## src/rtl/sfb_pkg.sv

```systemverilog
package sfb_pkg;

    typedef enum logic [2:0] {
        ST_IDLE,
        ST_P1,
        ST_P2,
        ST_P3,
        ST_OUT
    } sfb_state_e;

    typedef enum logic [1:0] {
        SEL_Y1,
        SEL_Y2,
        SEL_INT
    } sfb_sel_e;

    typedef struct packed {
        logic     en;
        logic     clr;
        sfb_sel_e sel;
    } mac_ctrl_t;

endpackage

```

## src/rtl/sfb_seq.sv

```systemverilog
module sfb_seq
    import sfb_pkg::*;
(
    input  logic      clk,
    input  logic      rst,
    input  logic      start,
    output mac_ctrl_t ctrl,
    output logic      busy,
    output logic      fin
);

    sfb_state_e state_q, state_d;

    always_ff @(posedge clk) begin
        if (rst) state_q <= ST_IDLE;
        else     state_q <= state_d;
    end

    always_comb begin
        state_d  = state_q;
        ctrl.en  = 1'b0;
        ctrl.clr = 1'b0;
        ctrl.sel = SEL_Y1;
        fin      = 1'b0;
        case (state_q)
            ST_IDLE: if (start) state_d = ST_P1;
            ST_P1: begin
                ctrl.en  = 1'b1;
                ctrl.clr = 1'b1;
                ctrl.sel = SEL_Y1;
                state_d  = ST_P2;
            end
            ST_P2: begin
                ctrl.en  = 1'b1;
                ctrl.sel = SEL_Y2;
                state_d  = ST_P3;
            end
            ST_P3: begin
                ctrl.en  = 1'b1;
                ctrl.sel = SEL_INT;
                state_d  = ST_OUT;
            end
            ST_OUT: begin
                fin     = 1'b1;
                state_d = ST_IDLE;
            end
            default: state_d = ST_IDLE;
        endcase
    end

    assign busy = (state_q != ST_IDLE);

endmodule

```

## src/rtl/sfb_mac.sv

```systemverilog
module sfb_mac
    import sfb_pkg::*;
#(
    parameter int SIG_W  = 10,
    parameter int INT_W  = 16,
    parameter int COEF_W = 16,
    parameter int ACC_W  = 32,
    parameter logic signed [COEF_W-1:0] K1 = -16'sd20764,
    parameter logic signed [COEF_W-1:0] K2 = -16'sd23288,
    parameter logic signed [COEF_W-1:0] K3 = 16'sd2480
) (
    input  logic                     clk,
    input  logic                     rst,
    input  mac_ctrl_t                ctrl,
    input  logic signed [SIG_W-1:0]  y1,
    input  logic signed [SIG_W-1:0]  y2,
    input  logic signed [INT_W-1:0]  integ,
    output logic signed [ACC_W-1:0]  acc_o
);

    localparam int PROD_W = COEF_W + INT_W;

    logic signed [INT_W-1:0]  op;
    logic signed [COEF_W-1:0] cf;
    logic signed [PROD_W-1:0] prod;
    logic signed [ACC_W-1:0]  base;

    always_comb begin
        case (ctrl.sel)
            SEL_Y1:  begin op = INT_W'(y1); cf = K1; end
            SEL_Y2:  begin op = INT_W'(y2); cf = K2; end
            SEL_INT: begin op = integ;      cf = K3; end
            default: begin op = '0;         cf = '0; end
        endcase
    end

    assign prod = PROD_W'(op) * PROD_W'(cf);
    assign base = ctrl.clr ? '0 : acc_o;

    always_ff @(posedge clk) begin
        if (rst)          acc_o <= '0;
        else if (ctrl.en) acc_o <= base + ACC_W'(prod);
    end

endmodule

```

## src/rtl/sfb_post.sv

```systemverilog
module sfb_post #(
    parameter int SIG_W = 10,
    parameter int INT_W = 16,
    parameter int ACC_W = 32,
    parameter int FRAC  = 12
) (
    input  logic                     clk,
    input  logic                     rst,
    input  logic                     fin,
    input  logic signed [ACC_W-1:0]  acc,
    input  logic signed [SIG_W-1:0]  ref_q,
    input  logic signed [SIG_W-1:0]  y2_q,
    output logic signed [SIG_W-1:0]  u_o,
    output logic signed [INT_W-1:0]  integ_o,
    output logic                     done_o
);

    localparam int SUM_W = INT_W + 2;
    localparam logic signed [ACC_W-1:0] U_HI = ACC_W'((64'sd1 <<< (SIG_W-1)) - 1);
    localparam logic signed [ACC_W-1:0] U_LO = -U_HI - 1;
    localparam logic signed [SUM_W-1:0] I_HI = SUM_W'((64'sd1 <<< (INT_W-1)) - 1);
    localparam logic signed [SUM_W-1:0] I_LO = -I_HI - 1;

    logic signed [ACC_W-1:0] shifted;
    logic signed [SIG_W-1:0] u_d;
    logic signed [SUM_W-1:0] isum;
    logic signed [INT_W-1:0] i_d;

    assign shifted = acc >>> FRAC;

    always_comb begin
        if (shifted > U_HI)      u_d = U_HI[SIG_W-1:0];
        else if (shifted < U_LO) u_d = U_LO[SIG_W-1:0];
        else                     u_d = shifted[SIG_W-1:0];
    end

    assign isum = SUM_W'(integ_o) + SUM_W'(ref_q) - SUM_W'(y2_q);

    always_comb begin
        if (isum > I_HI)      i_d = I_HI[INT_W-1:0];
        else if (isum < I_LO) i_d = I_LO[INT_W-1:0];
        else                  i_d = isum[INT_W-1:0];
    end

    always_ff @(posedge clk) begin
        if (rst) begin
            u_o     <= '0;
            integ_o <= '0;
            done_o  <= 1'b0;
        end else begin
            done_o <= fin;
            if (fin) begin
                u_o     <= u_d;
                integ_o <= i_d;
            end
        end
    end

endmodule

```

## src/rtl/sfb_ctrl.sv

```systemverilog
module sfb_ctrl
    import sfb_pkg::*;
#(
    parameter int SIG_W  = 10,
    parameter int INT_W  = 16,
    parameter int COEF_W = 16,
    parameter int ACC_W  = 32,
    parameter int FRAC   = 12,
    parameter logic signed [COEF_W-1:0] K1 = -16'sd20764,
    parameter logic signed [COEF_W-1:0] K2 = -16'sd23288,
    parameter logic signed [COEF_W-1:0] K3 = 16'sd2480
) (
    input  logic                    clk,
    input  logic                    rst,
    input  logic                    sample_i,
    input  logic signed [SIG_W-1:0] y1_i,
    input  logic signed [SIG_W-1:0] y2_i,
    input  logic signed [SIG_W-1:0] ref_i,
    output logic signed [SIG_W-1:0] u_o,
    output logic signed [INT_W-1:0] integ_o,
    output logic                    done_o,
    output logic                    busy_o
);

    mac_ctrl_t               ctrl;
    logic                    start;
    logic                    fin;
    logic signed [SIG_W-1:0] y1_q, y2_q, ref_q;
    logic signed [ACC_W-1:0] acc;

    assign start = sample_i && !busy_o;

    always_ff @(posedge clk) begin
        if (rst) begin
            y1_q  <= '0;
            y2_q  <= '0;
            ref_q <= '0;
        end else if (start) begin
            y1_q  <= y1_i;
            y2_q  <= y2_i;
            ref_q <= ref_i;
        end
    end

    sfb_seq u_seq (
        .clk   (clk),
        .rst   (rst),
        .start (start),
        .ctrl  (ctrl),
        .busy  (busy_o),
        .fin   (fin)
    );

    sfb_mac #(
        .SIG_W (SIG_W), .INT_W (INT_W), .COEF_W (COEF_W), .ACC_W (ACC_W),
        .K1 (K1), .K2 (K2), .K3 (K3)
    ) u_mac (
        .clk   (clk),
        .rst   (rst),
        .ctrl  (ctrl),
        .y1    (y1_q),
        .y2    (y2_q),
        .integ (integ_o),
        .acc_o (acc)
    );

    sfb_post #(
        .SIG_W (SIG_W), .INT_W (INT_W), .ACC_W (ACC_W), .FRAC (FRAC)
    ) u_post (
        .clk     (clk),
        .rst     (rst),
        .fin     (fin),
        .acc     (acc),
        .ref_q   (ref_q),
        .y2_q    (y2_q),
        .u_o     (u_o),
        .integ_o (integ_o),
        .done_o  (done_o)
    );

endmodule

```

## config.mk

```make
export PLATFORM = sky130hd
export DESIGN_NAME = sfb_ctrl
export DESIGN_NICKNAME = d
export VERILOG_FILES = /design/src/rtl/sfb_pkg.sv /design/src/rtl/sfb_seq.sv /design/src/rtl/sfb_mac.sv /design/src/rtl/sfb_post.sv /design/src/rtl/sfb_ctrl.sv
export SDC_FILE = /design/constraint.sdc
export NUM_CORES = 1
export LEC_CHECK = 0
export BUFFER_PORTS_ARGS = -buffer_cell sky130_fd_sc_hd__buf_4
export CORE_UTILIZATION = 40
export DETAILED_ROUTE_END_ITERATION = 8
export HOLD_SLACK_MARGIN = 0.12
export MAX_ROUTING_LAYER = met4
export PLACE_DENSITY = 0.61
export SETUP_SLACK_MARGIN = 0.3
export SLEW_MARGIN = 30
export SYNTH_ARGS = -nofsm -noshare
export SYNTH_HDL_FRONTEND = slang
export SYNTH_SLANG_ARGS = --single-unit
```

## constraint.sdc

```tcl
create_clock -name clk -period 7.5 [get_ports clk]
set_input_delay 1.5 -clock clk [delete_from_list [all_inputs] [get_ports clk]]
set_output_delay 1.5 -clock clk [all_outputs]
set_load 0.01 [all_outputs]
```

Word-level counts from Yosys, hierarchy flattened
Index checks and enable logic that the tools add are counted.
{"block": "classes", "order_cmp": 4, "eq_ne": 7, "reduce_logical": 6, "n_mux": 13, "mul": 1, "add_sub_neg": 3}
{"operator": "$pmux 16 s3", "n": 2}
{"operator": "$add 32x32->32", "n": 1}
{"operator": "$mul 16x16->32", "n": 1}
{"operator": "$mux 16", "n": 2}
{"operator": "$mux 32", "n": 1}
{"operator": "$gt 20x10->1 const B", "n": 1}
{"operator": "$lt 20x10->1 const B", "n": 1}
{"operator": "$mux 10", "n": 2}
{"operator": "$gt 18x16->1 const B", "n": 1}
{"operator": "$lt 18x16->1 const B", "n": 1}
{"operator": "$sub 17x10->18", "n": 1}
{"operator": "$add 16x10->17", "n": 1}
{"operator": "$pmux 3 s4", "n": 1}
{"operator": "$eq 3x2->1 const B", "n": 2}
{"operator": "$pmux 2 s2", "n": 1}
{"operator": "$eq 3x1->1 const B", "n": 1}
{"operator": "$eq 3x3->1 const B", "n": 1}
{"operator": "$logic_not 3->1", "n": 1}
{"operator": "$mux 1", "n": 3}
{"operator": "$mux 3", "n": 1}
{"operator": "$reduce_bool 3->1", "n": 1}
{"operator": "$reduce_or 3->1", "n": 1}
{"operator": "$eq 2x1->1 const B", "n": 1}
{"operator": "$eq 2x2->1 const B", "n": 1}
{"operator": "4 further kinds", "n": 4}
{"block": "totals", "inputBits": 33, "wordCells": 42, "regBits": 92, "out_inout_bits": 28}

Longest topological paths before layout
{"block": "logic_depth", "word_depth": 6, "mapped_depth": 33, "ltp_nobuf": 30}

Cells and area by module
A second synthesis with hierarchy kept.
{"block": "hier_totals", "hier_cells": 1626, "hier_area_um2": 14458.9}
{"module": "sfb_mac", "seq_area_each_um2": 640.6, "cells_per_inst": 1181, "instances": 1, "area_per_inst_um2": 10526.3}
{"module": "sfb_post", "seq_area_each_um2": 540.5, "cells_per_inst": 294, "instances": 1, "area_per_inst_um2": 2422.3}
{"module": "sfb_ctrl", "seq_area_each_um2": 600.6, "cells_per_inst": 136, "instances": 1, "area_per_inst_um2": 1368.8}
{"module": "sfb_seq", "seq_area_each_um2": 60.1, "cells_per_inst": 15, "instances": 1, "area_per_inst_um2": 141.4}

Least setup slack after synthesis
Ideal clock, no wire load.
{"block": "synth_path", "path_kind": "flip-flop to flip-flop", "startpoint": "register u_seq.state_q[2]", "endpoint": "register u_mac.acc_o[27]", "arrival_ns": 7.280, "stages_incl_launch_ff": 29, "setup_ns": 0.079, "path_buffers": 3, "period_less_slack_ns": 7.359, "slack_ns": 0.141, "required_ns": 7.421, "cell_sequence": "dfxtp_1 clkbuf_1 nor2_1 nand2_1 buf_1 ha_1 clkbuf_1 a22oi_1 a21oi_1 nand2_1 inv_1 fa_1 inv_1 fa_1 inv_1 fa_1 fa_1 fa_1 inv_1 fa_1 inv_1 ha_1 and3_1 and3_1 nand2b_1 o21ai_1 a21oi_1 or4_1 o211ai_1"}
{"block": "synth_between", "elab_chain_len": 6, "elab_cells_between_ends": 15, "classes_between": "add/sub: 1; mul: 1; eq/ne: 5; mux: 6; reduce/logical: 2"}
{"item": "start, declared", "line_no": "sfb_seq.sv:12", "rtl": "sfb_state_e state_q, state_d;"}
{"item": "start signal, assigned", "line_no": "sfb_seq.sv:16", "rtl": "else state_q <= state_d;"}
{"item": "$eq 3x2->1", "line_no": "sfb_seq.sv:25", "rtl": "case (state_q)"}
{"item": "$pmux 2 s2", "line_no": "sfb_seq.sv:25"}
{"item": "$eq 2x2->1 (tied with other cells)", "line_no": "sfb_mac.sv:29", "rtl": "case (ctrl.sel)"}
{"item": "$pmux 16 s3", "line_no": "sfb_mac.sv:29"}
{"item": "$mul 16x16->32", "line_no": "sfb_mac.sv:37", "rtl": "assign prod = PROD_W'(op) * PROD_W'(cf);"}
{"item": "$add 32x32->32", "line_no": "sfb_mac.sv:42", "rtl": "else if (ctrl.en) acc_o <= base + ACC_W'(prod);"}
{"item": "end signal, assigned", "line_no": "sfb_mac.sv:42"}
{"item": "end, declared", "line_no": "sfb_mac.sv:18", "rtl": "output logic signed [ACC_W-1:0] acc_o"}
Several ways; a longest one is shown, not always the timed one.
A chain may end at the register's enable or synchronous reset.

Worst setup path after layout
{"block": "layout_path", "startpoint": "register u_seq.state_q[2]", "endpoint": "register u_mac.acc_o[23]"}
The elaborated chain is that of the path after synthesis.

==> qor.txt <==
layout cells sized above 1 - 13.9%
crit share post-route - 92.8%
DIE HEIGHT - 189 um
CTS sink count - 90
Peak VDD IR - 0.392 mV
largest net degree at the start of global routing - 55
worst endpoint data arrival time - 7.24 ns
skew final - 0.0145 ns
n_diodes - 0
Post-Route WL - 37200 um
Gate power share - 80.8%
Critical Path Start - u_seq.state_q[2]$_SDFFE_PP0P_
Root Buffer - clkbuf_16
cells after synthesis - 1600
Setup WS pre-CTS - -0.0676 ns
Via Count - 11000
I/O pin count - 61
Crit. End Element - register
CP most frequent cell - fa_1
Int Power - 2.70 mW
Port Buf Inserts - 60
sw frac - 51.8%
CTS buffer count - 9
H-tree lvl count - 3
core area - 0.0339 mm2
initial antenna violation count - 0
drt pass-1 iters - 5
syn nets - 2013
GR Util All Layers - 22.6%
unrepaired setup endpoints after global routing - yes
hold path startpoint - u_mac.acc_o[3]$_SDFFE_PP0P_
vias per inst - 5.12
required time of the critical path - 7.77 ns
dominant cells by area after synthesis - fa_1, ha_1, dfxtp_1, inv_1, nand2_1
Worst setup SP type - register
Setup WS post-layout - 0.537 ns
P_leak - 7.89 nW
status - finished clean
die width - 189 um
MaxCap Viol Count - 0
Slew @ Worst Pin - 0.890 ns
Clk pwr share - 8.9%
peak per-stage delay on the critical path - 0.56 ns
first-pass GRT wire length - 60300 um
Largest delay share family, worst path - adder cells
Worst slew margin - 40.5%
post-synth top area cell - fa_1
Max Slew Vio Count - 0
synthesized area - 0.0139 mm2
R2R Path Start - u_seq.state_q[2]$_SDFFE_PP0P_
DRC viols - 0
Slowest-stage cell, CP - fa_1
gpl congestion - 0.933
synth-to-layout area growth - 14.3%
Yosys top cell area share - 31.8%
NetSw - 2.91 mW
worst-skew pair later-pin latency - 0.37 ns
Buf+Inv Stages, Crit Path - 8
nets - 2107
FF+latch count, synth - 90
most common cell after layout, fill and taps aside - inv_1
Clk pin slew, worst setup/hold paths - 0.07 ns
total power - 5.61 mW
number of flops mapped to enable cells by yosys - 0
GRT Residual Overflow - 0
post-layout minimum cycle time - 6.96 ns
full die area - 0.0355 mm2
Final TNS setup - 0 ns
initial core utilization - 41.1%
CTS tree - yes
antenna-violating nets left - 0
async set-reset flop share out of synthesis - 0%
DP HPWL - 30700 um
synth unique cells - 70
average size of a mapped cell - 8.70 um2
Layout Utilization - 47.0%
Synth Flop Type - dfxtp_1
Fin. Hold Viols - 0
number of core rows - 67
Hold Path Class - reg -> reg
sequential-to-total area share from yosys stat - 12.9%
share of power burned in registers - 10.3%
commonest cells after routing, fill and taps aside - inv_1, fa_1, ha_1
pwr/cell area - 353 mW/mm2
iteration-0 DRC count of the detailed router - 640
CTS Buffer Depth - 2
WL per Instance - 17.4 um
vias in the first global route - 11500
Max Freq - 0.144 GHz
CP max FO - 15
Synth Warn # - 0
worst setup path category - reg -> reg
endpoints failing setup - 0
==> worst register-to-register path, delay by kind of cell, from the launching register on <==
family                   cells  cell delay [ns]
XOR/XNOR                     1             0.12
buffers and inverters        8             0.87
flip-flops                   1             0.32
AO/OA/AOI/OAI                8             1.50
AND/OR/NAND/NOR              4             0.60
adder cells (fa/ha/maj)      8             3.46
==> sequential cells by signal, summed over array words and instances, names as in the netlist <==
signal / count
u_post.integ_o: 16
u_post.done_o: 1
y1_q: 10
u_post.u_o: 10
u_seq.state_q: 3
u_mac.acc_o: 30
y2_q: 10
ref_q: 10
==> routing by layer <==
metal / routed length (um) / track usage (%) / vias to the layer above
met5: 0 / - / -
met4: 1010 / 7.13 / 0
met3: 1380 / 2.03 / 38
met2: 17700 / 36.1 / 227
met1: 17200 / 30.2 / 5482
li1: - / - / 5235
==> worst paths after layout <==
kind	to	depth (start not counted)	slack, ns
hold / removal	u_mac.acc_o[3]$_SDFFE_PP0P_	2	0.45
setup reg to reg	u_mac.acc_o[23]$_SDFFE_PP0P_	29	0.54
hold reg to reg	u_mac.acc_o[3]$_SDFFE_PP0P_	2	0.45
setup / recovery	u_mac.acc_o[23]$_SDFFE_PP0P_	29	0.54
==> logic make-up after synthesis <==
| group | after synthesis | synth area share, % |
|---|---|---|
| xor gates and xnor gates | 49 | 3.08 |
| and+or+nand+nor | 410 | 14.3 |
| muxes | 5 | 0.369 |
| DFF | 90 | 12.9 |
| buffers and inverters | 426 | 11.6 |
| AOI/OAI and AO/OA | 240 | 11.6 |
| adders and majority gates | 380 | 46.1 |
==> synth_stat cells (4+ instances only) <==
cell / number
a211oi_1: 7
a21o_1: 26
a21oi_1: 95
a221o_1: 16
a222oi_1: 7
a31oi_1: 11
and2_1: 74
and3_1: 10
buf_1: 5
clkbuf_1: 44
dfxtp_1: 90
fa_1: 221
ha_1: 159
inv_1: 373
mux2i_1: 4
nand2_1: 152
nand2b_1: 8
nand3_1: 13
nand3b_1: 4
nor2_1: 78
nor2b_1: 10
nor3_1: 23
nor3b_1: 4
nor4_1: 5
o211ai_1: 5
o21a_1: 4
o21ai_0: 26
o21ai_1: 6
o21bai_1: 4
or3_1: 13
xnor2_1: 33
xor2_1: 16
==> power groups by stage <==
| stage | Clock [mW] | Combinational [mW] | Sequential (mW) |
|---|---|---|---|
| final | 0.499 | 4.53 | 0.576 |
| after global routing | 0.522 | 5.16 | 0.583 |
| after CTS | 0.510 | 4.30 | 0.576 |
| after detailed placement | 0 | 4.21 | 0.585 |
| after global placement | 0 | 4.14 | 0.585 |
| after floorplan | 0 | 3.28 | 0.564 |
==> cell type report <==
| type | count | area [um2] |
|---|---|---|
| clock inverter | 5 | 63.8 |
| inverter | 374 | 1410 |
| timing repair buffer | 134 | 1040 |
| tap | 448 | 561 |
| fill | 3334 | 18000 |
| multi-input combinational | 1085 | 10800 |
| clock buffer | 10 | 229 |
| sequential | 90 | 1810 |
==> metrics by stage <==
| step | area [um2] | std cells | hold slack, ns |
|---|---|---|---|
| 3_3_place_gp | 15100 | 2108 | 0.435 |
| 5_1_grt | 15900 | 2146 | 0.477 |
| 6_report | 15900 | 2146 | 0.449 |
| 4_1_cts | 15500 | 2130 | 0.450 |
| 2_1_floorplan | 13900 | 1600 | 0.427 |
| 3_5_place_dp | 15100 | 2108 | 0.440 |
==> what timing repair did <==
action	in CTS	in global routing
buffers inserted	6	15
resized for setup	13	68
endpoints found under the setup margin	14	18
pin swaps	3	24
hold buffers	0	0
cloned	1	1
endpoints found under the hold margin	0	0
(Power assumes the default switching activity.)
